`config.mk`:
```
export PLATFORM = sky130hd
export DESIGN_NAME = kbd_tape_port
export DESIGN_NICKNAME = d
export VERILOG_FILES = /design/src/rtl/kbd_tape_pkg.sv /design/src/rtl/kbd_port_decode.sv /design/src/rtl/kbd_matrix_sense.sv /design/src/rtl/kbd_tape_latch.sv /design/src/rtl/kbd_tape_port.sv
export SDC_FILE = /design/constraint.sdc
export NUM_CORES = 1
export LEC_CHECK = 0
export BUFFER_PORTS_ARGS = -buffer_cell sky130_fd_sc_hd__buf_2
export CORE_ASPECT_RATIO = 1.25
export CORE_UTILIZATION = 28
export CTS_CLUSTER_DIAMETER = 60
export DETAILED_ROUTE_END_ITERATION = 7
export PLACE_DENSITY = 0.83
export SETUP_SLACK_MARGIN = 0.02
export SLEW_MARGIN = 0
export SYNTH_ARGS = -nofsm -noshare
export SYNTH_HDL_FRONTEND = slang
export SYNTH_SLANG_ARGS = --single-unit
```
`constraint.sdc`:
```
create_clock -name clk -period 1.07 [get_ports clk]
set_input_delay 0.107 -clock clk [delete_from_list [all_inputs] [get_ports clk]]
set_output_delay 0.107 -clock clk [all_outputs]
set_load 0.05 [all_outputs]
```
`src/rtl/kbd_tape_pkg.sv`:
```
package kbd_tape_pkg;
  localparam int ADDR_W   = 16;
  localparam int DATA_W   = 8;
  localparam int LINE_N   = 8;
  localparam int SENSE_N  = 5;
  localparam int KEY_N    = LINE_N * SENSE_N;
  localparam int LINE_LSB = ADDR_W - LINE_N;

  localparam int BIT_TAPE_IN  = 6;
  localparam int BIT_TAPE_OUT = 3;
  localparam int BIT_SPEAKER  = 4;

  localparam logic [DATA_W-1:0] IDLE_WORD = '1;

  function automatic logic port_selected(input logic req, input logic a0);
    return req && !a0;
  endfunction

  function automatic logic [DATA_W-1:0] pack_read(input logic [SENSE_N-1:0] rows,
                                                  input logic tin);
    logic [DATA_W-1:0] w;
    w = IDLE_WORD;
    w[SENSE_N-1:0] = rows;
    w[BIT_TAPE_IN] = tin;
    return w;
  endfunction
endpackage

```
`src/rtl/kbd_port_decode.sv`:
```
module kbd_port_decode (
  input  logic io_req,
  input  logic rd_en,
  input  logic wr_en,
  input  logic addr0,
  output logic rd_hit,
  output logic wr_hit
);
  import kbd_tape_pkg::*;

  logic sel;

  always_comb begin
    sel    = port_selected(io_req, addr0);
    rd_hit = sel && rd_en && !wr_en;
    wr_hit = sel && wr_en && !rd_en;
  end
endmodule

```
`src/rtl/kbd_matrix_sense.sv`:
```
module kbd_matrix_sense #(
  parameter int LINES = 8,
  parameter int SENSE = 5
) (
  input  logic [LINES-1:0]       line_n,
  input  logic [LINES*SENSE-1:0] keys,
  output logic [SENSE-1:0]       rows
);
  for (genvar i = 0; i < SENSE; i++) begin : g_sense
    logic [LINES-1:0] hits;
    for (genvar s = 0; s < LINES; s++) begin : g_line
      assign hits[s] = keys[s*SENSE + i] && !line_n[s];
    end
    assign rows[i] = |hits;
  end
endmodule

```
`src/rtl/kbd_tape_latch.sv`:
```
module kbd_tape_latch #(
  parameter int DW = 8
) (
  input  logic          clk,
  input  logic          rst_n,
  input  logic          rd_hit,
  input  logic          wr_hit,
  input  logic [DW-1:0] wr_data,
  output logic          tape_out,
  output logic          spk_out,
  output logic          tape_oe
);
  import kbd_tape_pkg::*;

  always_ff @(posedge clk or negedge rst_n) begin
    if (!rst_n) begin
      tape_out <= 1'b0;
      spk_out  <= 1'b0;
      tape_oe  <= 1'b0;
    end else if (wr_hit) begin
      tape_out <= wr_data[BIT_TAPE_OUT];
      spk_out  <= wr_data[BIT_SPEAKER];
      tape_oe  <= 1'b1;
    end else if (rd_hit) begin
      tape_oe  <= 1'b0;
    end
  end
endmodule

```
`src/rtl/kbd_tape_port.sv`:
```
module kbd_tape_port
  import kbd_tape_pkg::*;
(
  input  logic              clk,
  input  logic              rst_n,
  input  logic              io_req,
  input  logic              rd_en,
  input  logic              wr_en,
  input  logic [ADDR_W-1:0] addr,
  input  logic [DATA_W-1:0] wr_data,
  input  logic [KEY_N-1:0]  keys,
  input  logic              tape_in,
  output logic [DATA_W-1:0] rd_data,
  output logic              tape_out,
  output logic              spk_out,
  output logic              tape_oe
);
  logic               rd_hit;
  logic               wr_hit;
  logic [SENSE_N-1:0] row_bits;

  kbd_port_decode u_dec (
    .io_req (io_req),
    .rd_en  (rd_en),
    .wr_en  (wr_en),
    .addr0  (addr[0]),
    .rd_hit (rd_hit),
    .wr_hit (wr_hit)
  );

  kbd_matrix_sense #(.LINES(LINE_N), .SENSE(SENSE_N)) u_sense (
    .line_n (addr[ADDR_W-1:LINE_LSB]),
    .keys   (keys),
    .rows   (row_bits)
  );

  kbd_tape_latch #(.DW(DATA_W)) u_latch (
    .clk      (clk),
    .rst_n    (rst_n),
    .rd_hit   (rd_hit),
    .wr_hit   (wr_hit),
    .wr_data  (wr_data),
    .tape_out (tape_out),
    .spk_out  (spk_out),
    .tape_oe  (tape_oe)
  );

  always_comb begin
    rd_data = rd_hit ? pack_read(row_bits, tape_in) : IDLE_WORD;
  end
endmodule

```
==> out/metrics.yaml, run 1 <==
grt:
  groute.usage.overall_pct: 23.0
  first_global_vias: 750
  grt_pass1_wl_um: 2950
  grt_remaining_overflow: 0
  antenna_found_initial: 0
  grt_max_degree: 6
drt:
  drtPass1Iterations: 4
  antenna_left: 0
  drt-initial-drc-count: 10
  wl_per_cell_um: 14.9
  post-route-drc-count: 0
  drt-total-wl_um: 2160
  via_per_inst: 5.23
  vias: 758
synthesis:
  avgSynthCellArea_um2: 8.38
  synth_area_um2: 469
  yosysUniqueCellTypes: 16
  ys_ff_latch: 3
  netlist_instances: 56
  ys_seq_area_share_pct: 16.0
  yosysWarnings: 0
critical_path:
  critPathRequiredTime_ns: 0.96
  cp.buffers_inverters: 2
  cp_data_arrival_time_ns: 0.99
  worst_path_largest_cell_delay_ns: 0.26
  cp_slowest_cell: "a2111oi_4"
  crit_family: "simple AND/OR/NAND/NOR gates"
  cp-end-kind: "output pin"
  critical_path_class: "primary input to output pin"
  worstPathCellList: "buf_2, nor2b_1, a2111oi_4, nand4_1, buf_6"
  critical_path.max_fanout: 1
  startpoint_type: "primary input"
min_path:
  hold_class: "primary input to flip-flop"
power:
  peakVddDrop_mv: 0.368
  powerDensity_nw_per_um2: 736
  p_leak_uw: 0.000539
final_layout:
  num_antenna_cells: 0
  final_nets: 198
  drive_above_1_share_pct: 70.1
  post-route-util_pct: 69.1
  synthToLayoutAreaGrowth_pct: 130
cts:
  clock_latency_ns: 0.23
  path_clk_slew_ns: 0.03
  cts_made_buffers: 3
  clockRootBuffer: "clkbuf_4"
  htree_levels: 1
  clockBufferDepth: 2
  clock_sinks: 3
  cts_tree: "built"
  post_cts_buffers: 0
sta:
  drv_slew: 0
  fin_crit_sh_pct: 103
  hold_viol: 0
  fin_worst_hold_slack_ns: 0.117
  fin_skew_ns: 0
  fmax_ghz: 0.911
  min_period_ns: 1.10
  finalSetupViolCount: 2
  rsz0062_at_grt: "true"
  setup_slack_ns: -0.0272
status:
  status: "complete, but fails checks"
  violations: "setup timing"
die:
  die_w_um: 38.6
  rows: 16
  initial_utilization_pct: 30.0
  die_area_um2: 1840
  io_pins: 81
  core_area_um2: 1560
  die_h_um: 47.8
run:
  cap_violations: 0
placement:
  dp_hpwl_um: 1510
  pre_cts_ws_ns: -0.138
  portBuffers: 65
  place.gp.congestion: 0.755
layout by cell type, fill, tap and decap left out, types with 4 or more instances in the layout:
cell	n
nor2b_4	9
inv_1	4
a22oi_1	10
nand4_1	5
buf_4	5
nor2b_1	6
a2111oi_4	5
buf_2	49
buf_6	13
registers in the layout, summed over array words and instances (netlist names):
name,flops
u_latch.spk_out,1
u_latch.tape_oe,1
u_latch.tape_out,1
synthesized netlist by cell type:
cell type | count | area, um^2
a22oi_1 | 10 | 75.1
nor2b_1 | 15 | 93.8
mux2_4 | 2 | 30.0
inv_2 | 1 | 3.75
and2_4 | 1 | 8.76
nor3b_2 | 1 | 12.5
or3_1 | 1 | 6.26
nand3b_1 | 1 | 7.51
conb_1 | 1 | 3.75
dfrtp_1 | 3 | 75.1
a21oi_1 | 1 | 5.00
nand4_1 | 5 | 31.3
inv_1 | 4 | 15.0
buf_4 | 2 | 15.0
a2111oi_2 | 5 | 75.1
nor2_1 | 3 | 11.3
timing repair:
item,4_1_cts,5_1_grt
endpoints found under the setup margin,5,6
hold endpoints to repair,3,0
hold buffers,1,0
pin swaps,9,6
resized for setup,33,4
cell families after synthesis:
family / Yosys count / share of synthesized area (%)
muxes: 2 / 6.40
other: 1 / 0.799
buffers and inverters: 7 / 7.20
and+or+nand+nor: 27 / 36.5
AOI/OAI and AO/OA: 16 / 33.1
DFF: 3 / 16.0
final timing paths:
check                                 start               end  slack [ns]  cells past startpoint
min in group asynchronous             rst_n   u_latch.spk_out        0.21                      2
min                              wr_data[3]  u_latch.tape_out        0.12                      2
max in group asynchronous             rst_n   u_latch.tape_oe        0.75                      2
max reg2reg                u_latch.tape_out  u_latch.tape_out        0.31                      1
max                                keys[34]        rd_data[4]       -0.03                      5
min reg2reg                 u_latch.spk_out   u_latch.spk_out        0.51                      1
per-layer routing:
| metal | vias up | wire (um) | GRT usage, % |
|---|---|---|---|
| met5 | - | 0 | 0 |
| met4 | 0 | 50 | 11.0 |
| met3 | 6 | 154 | 3.26 |
| met2 | 56 | 1180 | 43.7 |
| met1 | 342 | 772 | 24.3 |
| li1 | 354 | - | - |
final cells by class:
cell class,count,area (um^2)
well taps,18,22.5
fillers,113,483
clock buffers,4,26.3
multi-input cells,47,494
inverters,5,21.3
repair buffers,68,439
flip-flops and latches,3,75.1
power breakdown:
part           internal [uW]  leakage (uW)  switching, uW
registers                134     0.0000374           10.8
clock network            139     0.0000150           54.1
logic                    222      0.000487            234
total                    495      0.000539            298
through the flow:
step	cell area, um^2	cells	setup TNS, ns	power [uW]
after floorplan	510	57	-0.442	367
after global placement	858	140	-0.414	511
after detailed placement	858	140	-0.455	521
after CTS	1060	145	-0.0287	790
after global routing	1080	145	-0.145	838
final	1080	145	-0.0443	793
Note: power is estimated with default switching activity, not from simulation.
==> run 2: changes to the inputs <==
--- a/config.mk
+++ b/config.mk
@@ -11,6 +11,7 @@
 export CTS_CLUSTER_DIAMETER = 60
 export DETAILED_ROUTE_END_ITERATION = 7
 export PLACE_DENSITY = 0.83
+export REMOVE_ABC_BUFFERS = 1
 export SETUP_SLACK_MARGIN = 0.02
 export SLEW_MARGIN = 0
 export SYNTH_ARGS = -nofsm -noshare
==> out/metrics.yaml, run 2 (synthesized netlist as in run 1, its figures left out) <==
status:
  status: "complete, but fails checks"
  violations: "setup timing"
die:
  initial_utilization_pct: 30.0  # unchanged
  die_w_um: 38.6  # unchanged
  rows: 16  # unchanged
  core_area_um2: 1560  # unchanged
  io_pins: 81  # unchanged
  die_h_um: 47.8  # unchanged
  die_area_um2: 1840  # unchanged
final_layout:
  design_area_um2: 1040  # -3.4%
  layout_commonest_cell: "buf_2"
  drive_above_1_share_pct: 67.7  # -2.4 points
  synthToLayoutAreaGrowth_pct: 122
  n_fill_cell: 122  # +8.0%
  num_antenna_cells: 0  # unchanged
  post-route-util_pct: 66.7  # -2.3 points
  reg.largest.list: "u_latch.spk_out x1, u_latch.tape_oe x1, u_latch.tape_out x1"
  multiInputGateArea_um2: 439  # -11%
  most-common-layout-cells: "buf_2, buf_6, a22oi_1, nor2b_1, buf_4"
  stdcell_count: 148  # +2.1%
  final-seq-area_um2: 75.1  # unchanged
  final_nets: 201  # +1.5%
sta:
  fin_worst_hold_slack_ns: 0.113  # -0.00383 ns
  hold_viol: 0  # unchanged
  finalSetupViolCount: 2  # unchanged
  fmax_ghz: 0.925  # +1.5%
  fin_skew_ns: 0  # unchanged
  min_period_ns: 1.08  # -0.0162 ns
  rsz0062_at_grt: "true"
  setup_slack_ns: -0.0109  # +0.0162 ns
  fin_crit_sh_pct: 101  # -1.5 points
  drv_slew: 0  # unchanged
power:
  powerDensity_nw_per_um2: 741  # +0.75%
  p_leak_uw: 0.000530  # -1.8%
  combPwrFrac_pct: 56.5  # -0.9 points
  intPower_uw: 486  # -1.7%
  switching_share_pct: 37.0  # -0.58 points
  peakVddDrop_mv: 0.340  # -7.5%
  clkPwrFrac_pct: 25.0  # +0.6 points
  pwr-share-seq_pct: 18.5  # +0.3 points
  switching_power_uw: 286  # -4.1%
cts:
  clockRootBuffer: "clkbuf_4"
  cts_made_buffers: 3  # unchanged
  cts_tree: "built"
  htree_levels: 1  # unchanged
  clockBufferDepth: 2  # unchanged
  path_clk_slew_ns: 0.04  # about the same
  clock_latency_ns: 0.23  # about the same
  clock_sinks: 3  # unchanged
min_path:
  worstHoldStart: "wr_data[3]"
  hold_class: "primary input to flip-flop"
placement:
  place_area_um2: 828  # -3.5%
  dp_hpwl_um: 1490  # -1.4%
  placed_cells: 141  # +0.71%
  place.gp.congestion: 0.694  # -8.0%
  portBuffers: 65  # unchanged
critical_path:
  cp_data_arrival_time_ns: 0.97  # -0.02 ns
  cp-end-kind: "output pin"
  critical_path_class: "primary input to output pin"
  rrSetupSlack_ns: 0.32  # about the same
  crit-reg2reg-launch: "u_latch.spk_out"
  worstPathCellList: "buf_2, inv_2, a2111oi_4, nand4_1, buf_6"
  critical_path.max_fanout: 5  # +4
  r2r-end: "u_latch.spk_out"
  critPathRequiredTime_ns: 0.96  # about the same
  critPathCapture: "rd_data[4]"
  crit_path_start: "addr[10]"
  startpoint_type: "primary input"
  worst_path_largest_cell_delay_ns: 0.35  # +0.09 ns
  cp_slowest_cell: "a2111oi_4"
  ff2ff_path_depth: 1  # unchanged
grt:
  antenna_found_initial: 0  # unchanged
  grt_pass1_wl_um: 2820  # -4.2%
  groute.usage.overall_pct: 21.7  # -1.2 points
  first_global_vias: 758  # +1.1%
  grt_remaining_overflow: 0  # unchanged
  grt_max_degree: 6  # unchanged
drt:
  antenna_left: 0  # unchanged
  drt-total-wl_um: 2180  # +0.93%
  wl_per_cell_um: 14.7  # -1.1%
  via_per_inst: 5.18  # -0.99%
  post-route-drc-count: 0  # unchanged
  drtPass1Iterations: 4  # unchanged
  drt-initial-drc-count: 14  # +4
  vias: 766  # +1.1%
run:
  cap_violations: 0  # unchanged
[run 2: cell count changes in the layout (fill, tap and decap cells not counted), sizes merged]
cell  previous run  this run
buf             67        70
[run 2: metrics by stage]
| stage | setup slack, ns | TNS [ns] | total power [uW] |
|---|---|---|---|
| after floorplan | -0.0995 | -0.498 | 350 |
| after global placement | -0.0589 | -0.191 | 497 |
| after detailed placement | -0.0721 | -0.223 | 505 |
| after CTS | -0.0130 | -0.0295 | 760 |
| after global routing | -0.0621 | -0.219 | 817 |
| final | -0.0109 | -0.0177 | 772 |
[run 2: critical path, delay by kind of cell]
kind | cells | cell delay [ns]
AO/OA/AOI/OAI | 1 | 0.35
buffers and inverters | 3 | 0.36
AND/OR/NAND/NOR | 1 | 0.15
[run 2: power by group through the flow]
stage | registers, uW | logic [uW] | clock network [uW]
after floorplan | 215 | 136 | 0
after global placement | 143 | 354 | 0
after detailed placement | 145 | 360 | 0
after CTS | 144 | 414 | 203
after global routing | 145 | 461 | 210
final | 143 | 436 | 193
[run 2: worst min path at each step]
| stage | end | slack [ns] | cells past startpoint |
|---|---|---|---|
| finish | u_latch.tape_out | 0.11 | 2 |
| global route | u_latch.tape_out | 0.11 | 2 |
| CTS | u_latch.tape_out | 0.11 | 2 |
| detailed placement | u_latch.tape_oe | -0.09 | 1 |
| global placement | u_latch.tape_oe | -0.1 | 1 |
| floorplan | u_latch.spk_out | -0.19 | 0 |
[run 2: per-layer routing]
layer	GRT usage, %	up-vias	wire [um]
met2	44.0	64	1190
met1	20.7	342	783
met5	0	-	0
met4	8.28	0	19
met3	4.65	2	192
li1	-	358	-
[run 2: final cells by class]
cell class	instances	share of cell area (%)
Sequential cell	3	7.20
Timing Repair Buffer	71	44.2
Inverter	5	1.80
Tap cell	18	2.16
Multi-Input combinational cell	47	42.1
Clock buffer	4	2.52
[run 2: what timing repair did]
action | 4_1_cts | 5_1_grt
hold buffers | 1 | 0
endpoints found under the setup margin | 5 | 6
buffers inserted | 1 | 1
endpoints found under the hold margin | 3 | 0
pin swaps | 7 | 5
gates resized for setup | 30 | 6
==> run 3: changes to the inputs <==
--- a/config.mk
+++ b/config.mk
@@ -7,13 +7,14 @@
 export LEC_CHECK = 0
 export BUFFER_PORTS_ARGS = -buffer_cell sky130_fd_sc_hd__buf_2
 export CORE_ASPECT_RATIO = 1.25
-export CORE_UTILIZATION = 28
+export CORE_UTILIZATION = 30
 export CTS_CLUSTER_DIAMETER = 60
 export DETAILED_ROUTE_END_ITERATION = 7
-export PLACE_DENSITY = 0.83
+export PLACE_DENSITY = 0.85
 export REMOVE_ABC_BUFFERS = 1
 export SETUP_SLACK_MARGIN = 0.02
 export SLEW_MARGIN = 0
 export SYNTH_ARGS = -nofsm -noshare
 export SYNTH_HDL_FRONTEND = slang
+export SYNTH_HIERARCHICAL = 1
 export SYNTH_SLANG_ARGS = --single-unit
==> out/metrics.yaml, run 3 <==
status:
  status: "complete, but fails checks"
  violations: "setup timing"
sta:
  drv_slew: 0  # unchanged
  finalSetupViolCount: 5  # +3
  setup_slack_ns: -0.192  # -0.181 ns
  hold_viol: 0  # unchanged
  fmax_ghz: 0.792  # -14%
  fin_skew_ns: 0  # unchanged
  fin_worst_hold_slack_ns: 0.119  # +0.00598 ns
  fin_crit_sh_pct: 118  # +17 points
  rsz0062_at_grt: "true"
  min_period_ns: 1.26  # +0.181 ns
  setup-tns-final_ns: -0.824  # -0.806 ns
critical_path:
  cp_data_arrival_time_ns: 1.16  # +0.19 ns
  critical_path_class: "primary input to output pin"
  ff2ff_path_depth: 1  # unchanged
  cp-end-kind: "output pin"
  crit-reg2reg-launch: "u_latch/tape_out"
  rrSetupSlack_ns: 0.32  # about the same
  r2r-end: "u_latch/tape_out"
  critPathRequiredTime_ns: 0.96  # about the same
  critical_path.max_fanout: 1  # -4
  startpoint_type: "primary input"
synthesis:
  ys_seq_area_share_pct: 14.9  # -1.1 points
  yosysMostFrequentCell: "inv_1"
  netlist.area_leader.share_pct: 30.5  # +11 points
  ys_ff_latch: 3  # unchanged
  yosysUniqueCellTypes: 11  # -5
  synth-main-ff-cell: "dfrtp_1"
  synth_edf_count: 0  # unchanged
  avgSynthCellArea_um2: 6.08  # -27%
  yosys.area.top_type: "inv_1"
  netlist_top_cells_area: "inv_1, o22ai_1, dfrtp_1"
  yosys-top-cells-count: "inv_1, o22ai_1, nand2b_1"
  yosysWarnings: 6  # +6
  async_flop_share_pct: 100  # unchanged
  synth_area_um2: 504  # +7.5%
  netlist_instances: 83  # +48%
placement:
  dp_hpwl_um: 1510  # +1.5%
  place.gp.congestion: 0.647  # -6.8%
  portBuffers: 65  # unchanged
drt:
  wl_met3_um: 130  # -32%
  drt-total-wl_um: 2290  # +4.8%
  top_layer_used: "met4"
  via_per_inst: 4.94  # -4.5%
  drtPass1Iterations: 4  # unchanged
  antenna_left: 0  # unchanged
  wl_met2_um: 1390  # +17%
  met1Wirelength_um: 724  # -7.5%
  vias: 845  # +10%
  drt-initial-drc-count: 14  # unchanged
  wl_per_cell_um: 13.4  # -9.3%
  post-route-drc-count: 0  # unchanged
cts:
  clock_sinks: 3  # unchanged
  cts_made_buffers: 3  # unchanged
  clockRootBuffer: "clkbuf_4"
  clockBufferDepth: 2  # unchanged
  cts_tree: "built"
  htree_levels: 1  # unchanged
  path_clk_slew_ns: 0.04  # about the same
  clock_latency_ns: 0.23  # about the same
die:
  core_area_um2: 1560  # unchanged
  die_w_um: 38.7  # +0.14%
  io_pins: 81  # unchanged
  die_h_um: 47.8  # +0.15%
  die_area_um2: 1850  # +0.29%
  rows: 16  # unchanged
  initial_utilization_pct: 32.3  # +2.2 points
grt:
  first_global_vias: 852  # +12%
  antenna_found_initial: 0  # unchanged
  grt_pass1_wl_um: 3010  # +6.6%
  groute.usage.overall_pct: 24.2  # +2.5 points
  grt_max_degree: 8  # +2
  grt_remaining_overflow: 0  # unchanged
min_path:
  worstHoldStart: "wr_data[4]"
  hold_end: "u_latch/spk_out"
  hold_path_depth: 2  # unchanged
  hold_class: "primary input to flip-flop"
final_layout:
  drive_above_1_share_pct: 74.5  # +6.8 points
  n_fill_cell: 109  # -11%
  post-route-util_pct: 76.9  # +10 points
  layout_commonest_cell: "buf_2"
  most-common-layout-cells: "buf_2, inv_2, buf_6"
  synthToLayoutAreaGrowth_pct: 138
  reg.largest.list: "u_latch/spk_out x1, u_latch/tape_oe x1, u_latch/tape_out x1"
  num_antenna_cells: 0  # unchanged
  final_nets: 224  # +11%
power:
  powerDensity_nw_per_um2: 706  # -4.8%
  p_leak_uw: 0.000711  # +34%
  peakVddDrop_mv: 0.825  # +140%
run:
  cap_violations: 0  # unchanged
run 3: metal layers:
layer / track usage (%) / vias to the layer above
met1: 16.7 / 385
met4: 12.4 / 0
met2: 53.7 / 54
met5: 0 / -
met3: 6.98 / 6
li1: - / 400
run 3: power by group:
group | switching (uW) | internal, uW | total (uW)
logic | 255 | 245 | 500
clock network | 59.0 | 140 | 199
registers | 11.1 | 138 | 149
run 3: worst max-delay path, cell delays in order:
cell and delay, ns:
buf_2 0.10, inv_1 0.07, o22ai_1 0.08, or4_1 0.48
nand2b_4 0.17, buf_8 0.14
run 3: cells by family (layout without fill, tap and decap cells):
family / count (synthesis) / count (layout) / synth area share (%)
buf+inv: 43 / 112 / 33.5
flops: 3 / 3 / 14.9
mux: 2 / 2 / 4.47
simple gates: 13 / 13 / 19.9
compound gates: 21 / 21 / 26.6
other cells: 1 / 2 / 0.744
run 3: what timing repair did:
action | 4_1_cts | 5_1_grt
resized for setup | 59 | 28
hold endpoints to repair | 3 | 0
hold buffers | 1 | 0
setup endpoints to repair | 5 | 6
pin swaps | 11 | 10
setup buffers | 0 | 1
run 3: cell type report:
type / instances / area, um^2 / share of cell area [%]
Multi-Input combinational cell: 38 / 372 / 30.9
Timing Repair Buffer: 67 / 549 / 45.7
Sequential cell: 3 / 75.1 / 6.25
Inverter: 41 / 156 / 13.0
Clock buffer: 4 / 26.3 / 2.19
Tap cell: 18 / 22.5 / 1.88
run 3: per-stage QoR:
stage,total power (uW),std cells,area (um^2),setup WS (ns)
global route,897,171,1200,-0.217
floorplan,358,82,493,-0.122
global placement,512,165,841,-0.217
CTS,796,170,1080,-0.175
finish,848,171,1200,-0.192
detailed placement,521,165,841,-0.240
run 3: worst max path at each step:
stage / depth (start not counted) / endpoint / start / slack, ns
finish: 6 / rd_data[3] / keys[33] / -0.19
CTS: 6 / rd_data[1] / keys[11] / -0.17
detailed placement: 6 / rd_data[1] / keys[31] / -0.24
global route: 6 / rd_data[3] / keys[38] / -0.22
floorplan: 4 / rd_data[0] / keys[30] / -0.12
global placement: 6 / rd_data[0] / keys[0] / -0.22
